**src/rtl/radix_entry_check.sv**
```systemverilog
module radix_entry_check #(
  parameter int unsigned ADDR_W  = 64,
  parameter int unsigned SHIFT_W = 6,
  parameter int unsigned MASK_W  = 44,
  parameter int unsigned WIN_LO  = 31,
  parameter int unsigned WIN_W   = 31,
  parameter int unsigned BIAS    = 19,
  parameter int unsigned IDX_MIN = 5,
  parameter int unsigned IDX_MAX = 16
) (
  input  logic [ADDR_W-1:0]  ea,
  input  logic [SHIFT_W-1:0] root_size,
  input  logic [SHIFT_W-1:0] idx_bits,
  output logic               seg_fault,
  output logic               tree_bad,
  output logic [SHIFT_W-1:0] first_shift
);
  localparam int unsigned WIN_HI = WIN_LO + WIN_W - 1;
  localparam int unsigned SUM_W  = SHIFT_W + 2;

  logic [MASK_W-1:0] run_mask;
  logic [WIN_W-1:0]  stray;
  logic              sign_split;
  logic              idx_illegal;
  logic [SUM_W-1:0]  limit;
  logic [SUM_W-1:0]  span;

  for (genvar g = 0; g < MASK_W; g++) begin : g_mask
    assign run_mask[g] = (32'(root_size) > g);
  end

  assign sign_split = ea[ADDR_W-1] ^ ea[ADDR_W-2];
  assign stray      = ea[WIN_HI:WIN_LO] & ~run_mask[WIN_W-1:0];
  assign seg_fault  = sign_split | (|stray);

  assign limit       = SUM_W'(root_size) + SUM_W'(BIAS);
  assign idx_illegal = (idx_bits < SHIFT_W'(IDX_MIN)) |
                       (idx_bits > SHIFT_W'(IDX_MAX)) |
                       (SUM_W'(idx_bits) > limit);
  assign tree_bad    = ~seg_fault & idx_illegal;

  assign span        = limit - SUM_W'(idx_bits);
  assign first_shift = (seg_fault | tree_bad) ? '0 : span[SHIFT_W-1:0];

  always_comb begin

    sign_split_chk: assert (ea[ADDR_W-1] == ea[ADDR_W-2] || seg_fault);

    fault_priority_chk: assert (!(seg_fault && tree_bad));

    shift_cleared_chk: assert (!(seg_fault || tree_bad) || first_shift == '0);

    shift_sum_chk: assert ((seg_fault || tree_bad) ||
      (SHIFT_W'(first_shift + idx_bits) == SHIFT_W'(32'(root_size) + BIAS)));

    window_chk: assert (!tree_bad ||
      idx_bits < SHIFT_W'(IDX_MIN) || idx_bits > SHIFT_W'(IDX_MAX) ||
      32'(idx_bits) > 32'(root_size) + BIAS);
  end
endmodule

```
**config.mk**
```make
export PLATFORM = sky130hd
export DESIGN_NAME = radix_entry_check
export DESIGN_NICKNAME = d
export VERILOG_FILES = /design/src/rtl/radix_entry_check.sv
export SDC_FILE = /design/constraint.sdc
export NUM_CORES = 1
export LEC_CHECK = 0
export BUFFER_PORTS_ARGS = -buffer_cell sky130_fd_sc_hd__buf_4
export CAP_MARGIN = 5
export CELL_PAD_IN_SITES_DETAIL_PLACEMENT = 0
export CELL_PAD_IN_SITES_GLOBAL_PLACEMENT = 2
export CORE_UTILIZATION = 19
export DETAILED_ROUTE_END_ITERATION = 8
export GPL_ROUTABILITY_DRIVEN = 1
export PLACE_DENSITY_LB_ADDON = 0.1
export SLEW_MARGIN = 20
export SYNTH_ARGS = -nofsm -noshare
export SYNTH_HDL_FRONTEND = slang
export SYNTH_SLANG_ARGS = --single-unit
export TNS_END_PERCENT = 20
```
**constraint.sdc**
```tcl
create_clock -name vclk -period 2.6
set_clock_uncertainty 0.05 [all_clocks]
set_input_delay 0.26 -clock vclk [all_inputs]
set_output_delay 0.26 -clock vclk [all_outputs]
set_load 0.02 [all_outputs]
```
After elaboration in Yosys (flattened, before gate mapping)
Index checks and enable logic that the tools add are counted.

storage, ports and cells
  register bits = 0
  input port bits = 76
  output and inout port bits = 8
  word-level logic and storage cells = 47

cells by class
  add/sub/neg operators = 2
  order comparisons = 34
  muxes and demuxes = 1
  bitwise gates (word level) = 9
  reductions and logical operators = 1

operators by type and width
  kind                                                            count
  greater-than comparator 6 x 5 -> 1 bit (second input constant)  16
  greater-than comparator 6 x 4 -> 1 bit (second input constant)  8
  bitwise AND 31 bit                                              1
  inverter 31 bit                                                 1
  OR reduction 31 bit                                             1
  greater-than comparator 6 x 3 -> 1 bit (second input constant)  4
  greater-than comparator 6 x 1 -> 1 bit (second input constant)  2
  greater-than comparator 6 x 2 -> 1 bit (second input constant)  2
  adder 6 x 5 -> 7 bit (second input constant)                    1
  greater-than comparator 6 x 7 -> 1 bit                          1
  less-than comparator 6 x 3 -> 1 bit (second input constant)     1
  two-way mux 6 bit                                               1
  subtractor 6 bit                                                1
  OR 1 bit                                                        4
  bitwise AND 1 bit                                               1
  inverter 1 bit                                                  1
  bitwise XOR 1 bit                                               1

Depth between registers and ports, before layout
  depth in word-level cells = 9
  gate-level depth with buffers = 12
  mapped depth without buffers = 11

Least setup slack after synthesis
No wires, ideal clock.

  kind = input to output
  start point = input port root_size[0]
  end point = output port first_shift[0]
  arrival time = 2824 ps
  data required time = 2290 ps
  slack = -534 ps
  cell stages on the path = 10
  buffers on the path = 1
  cells stage by stage = inv_1 > ha_1 > clkbuf_1 > and3b_1 > xnor2_1 > ha_1 > nand2_1 > o311ai_0 > o211ai_1 > nor4b_1

on the way
  word-level cells in the longest chain between the ends = 9
  elaborated cells on any way between the ends = 43

ends and longest elaborated chain
  item                                                          RTL line  text
  from (decl)                                                   12        input logic [SHIFT_W-1:0] root_size,
  branches (longest 8 deep; another with adder 6 x 5 -> 7 bit)  n/a
  two-way mux 6 bit *                                           43        assign first_shift = (seg_fault | tree_bad) ? '0 : span[SHIFT_W-1:0];
  to (decl)                                                     16        output logic [SHIFT_W-1:0] first_shift

Mark *: on every way between the ends.

Worst setup path in the final report
  start point = input port root_size[1]
  end point = output port seg_fault

on the way
  word-level cells in the longest chain between the ends = 5
  elaborated cells on any way between the ends = 35

ends and longest elaborated chain
  item                                                                  RTL line  text
  greater-than comparator 6 x 1 -> 1 bit, or another cell as far along  29        assign run_mask[g] = (32'(root_size) > g);
  inverter 31 bit *                                                     33        assign stray = ea[WIN_HI:WIN_LO] & ~run_mask[WIN_W-1:0];
  bitwise AND 31 bit *                                                  33
  OR reduction 31 bit *                                                 34        assign seg_fault = sign_split | (|stray);
  OR 1 bit *                                                            34
  to (decl)                                                             14        output logic seg_fault,

Every way passes the cells marked *; elsewhere a longest branch is shown, timed or not.

==> summary.txt <==
Top-area cell type share of the netlist area - 17.7%
Max_cap viols - 0
Cell variety after synth - 56
Worst slack at placement - -417 ps
Main area contributors after synthesis - sky130_fd_sc_hd__ha_1, sky130_fd_sc_hd__o21ai_0, sky130_fd_sc_hd__inv_1, sky130_fd_sc_hd__nor4b_1, sky130_fd_sc_hd__nor2b_1
Pin count of the biggest net entering global routing - 15
Count of inserted antenna diode cells - 0
Wire length of the first global-routing pass - 7900 um
Total power divided by cell area - 196 nW/um2
Overall die area - 6650 um2
Top cell types by occurrence after synthesis - sky130_fd_sc_hd__ha_1, sky130_fd_sc_hd__inv_1, sky130_fd_sc_hd__o21ai_0, sky130_fd_sc_hd__nor2_1, sky130_fd_sc_hd__nand2_1
Worst rel slew slack - 61.3%
Wire length per cell - 14.7 um
Achievable Freq - 0.368 GHz
Required time of the critical path - 2290 ps
Post-synthesis cell type with the largest combined area - sky130_fd_sc_hd__ha_1
Slowest cell on the critical path - sky130_fd_sc_hd__or3b_1
Antenna violations before repair - 0
Width of the chip - 81.6 um
Leading cell type by number of instances after synthesis - sky130_fd_sc_hd__ha_1
Worst Max-Slew Pin Slew - 581 ps
Layout cell share with drive strength beyond 1 - 49.8%
Routed wire length - 4790 um
Yosys warning count - 0
Multi-input combinational cell area - 1320 um2
Number of placement rows - 28
Post-route setup slack - -116 ps
Total vias in the final route - 1,582
Design Power - 0.438 mW
# DRC - 0
Count of TritonRoute iterations in the first routing pass - 4
Number of fillers in the final layout - 645
Type of the setup path with the least slack - in -> out
Cell area after technology mapping - 1200 um2
Violated checks - setup timing
Final weighted congestion in routability-driven placement - 0.801
Critical Path Start Type - input port
Final clock period utilization by the worst path - 104%
Sequential cell area in the final layout - 0 um2
Post-layout nets - 347
Unrepaired setup endpoints after global routing - yes
Maximum fanout along the worst path - 8
Post-Synthesis Mean Instance Area - 7.07 um2
Total of clock buffers placed in the layout - 0
FF+latch count - 0
Worst path arrival time - 2410 ps
Sum of net half-perimeters after detailed placement - 4100 um
Syn nets - 264
Gate Count Post-Synth - 170
Leakage power figure - 1.00 nW
Tmin final - 2720 ps
Core Footprint - 6030 um2
Sequence of cells on the critical path - buf_8 -> inv_4 -> ha_2 -> or3b_1 -> a311o_1 -> a2111oi_4 -> o2111ai_2 -> buf_12 -> or3_4 -> buf_6
Remaining antenna violation count - 0
Starting Density - 20.0%
Slowest stage delay, CP - 370 ps
Die height - 81.6 um
Final setup TNS - -706 ps
Sequential area share after synthesis - 0%
Total GRT Usage - 15.1%
Layout-stage area growth over the synthesis result - 85.4%
Largest delay share family, worst path - compound AO/OA/AOI/OAI gates
Largest vdd supply drop - 87.9 uV
Number of vias per cell - 4.85
Worst hold path class - in -> out
Total I/O pin count - 84
CP Buf/Inv Count - 4
Number of global-route vias before repair - 1,621
Setup-violating endpoint count in the final report - 8
Nature of the critical path endpoint - output port
Run status - complete, but fails checks
Number of port buffers - 53
DRC violation total after the first TritonRoute iteration - 66
Max-slew violations - 0
Hold violation total from the final report - 0
Total grt overflow - 0
==> cells by family (layout without fill, tap and decap cells) <==
family	Yosys count	count (layout)	share of synthesized area, %
fa+ha+maj	18	18	19.4
xor+xnor	6	6	4.37
mux	1	1	0.832
buf+inv	24	105	7.91
compound gates	59	59	37.3
simple gates	62	62	30.3
==> worst paths after layout <==
kind,startpoint,to,slack (ps),cells past startpoint
worst min-delay path,idx_bits[5],first_shift[5],1070,6
worst max-delay path,root_size[1],seg_fault,-120,10
==> metal layers <==
metal | up-vias | routed length [um] | global-route usage, %
met3 | 0 | 182 | 0.222
met1 | 740 | 2350 | 21.5
li1 | 803 | - | -
met2 | 39 | 2260 | 26.7
met5 | - | 0 | 0
met4 | 0 | 0 | 0
==> where the power goes <==
part           total [mW]  internal (mW)  switching [mW]  leakage, nW
registers               0              0               0            0
logic               0.438          0.226           0.212         1.00
clock network           0              0               0            0
==> layout by cell type, fill, tap and decap left out, types with 4 or more instances in the layout <==
cell type / synthesis / routed
sky130_fd_sc_hd__a21oi_1: 5 / 4
sky130_fd_sc_hd__nor2_1: 12 / 11
sky130_fd_sc_hd__a21boi_0: 5 / 5
sky130_fd_sc_hd__o21ai_0: 14 / 12
sky130_fd_sc_hd__nand2_1: 9 / 7
sky130_fd_sc_hd__buf_12: 0 / 5
sky130_fd_sc_hd__buf_4: 0 / 80
sky130_fd_sc_hd__ha_2: 0 / 4
sky130_fd_sc_hd__nor2b_1: 8 / 7
sky130_fd_sc_hd__nor3_1: 4 / 4
sky130_fd_sc_hd__ha_1: 17 / 11
sky130_fd_sc_hd__inv_1: 16 / 14
==> repair_timing <==
item / 4_1_cts / 5_1_grt
setup buffers: 1 / 0
pin swaps: 12 / 3
resized for setup: 23 / 12
endpoints found under the setup margin: 8 / 8
hold buffers: 0 / 0
==> area by class of cell <==
| cell class | count | area share (%) |
|---|---|---|
| Inverter | 16 | 2.92 |
| Multi-Input combinational cell | 146 | 59.3 |
| Tap cell | 75 | 4.21 |
| Timing Repair Buffer | 89 | 33.6 |
==> stage by stage <==
stage / cells / hold WS, ps / cell area (um2) / util, %
after global routing: 326 / 1120 / 2230 / 37.0
after global placement: 325 / 1070 / 2070 / 34.3
final: 326 / 1070 / 2230 / 37.0
after CTS: 326 / 1080 / 2160 / 35.8
after detailed placement: 325 / 1080 / 2070 / 34.3
after floorplan: 170 / 788 / 1310 / -
Power figures use the tool's default switching activity.
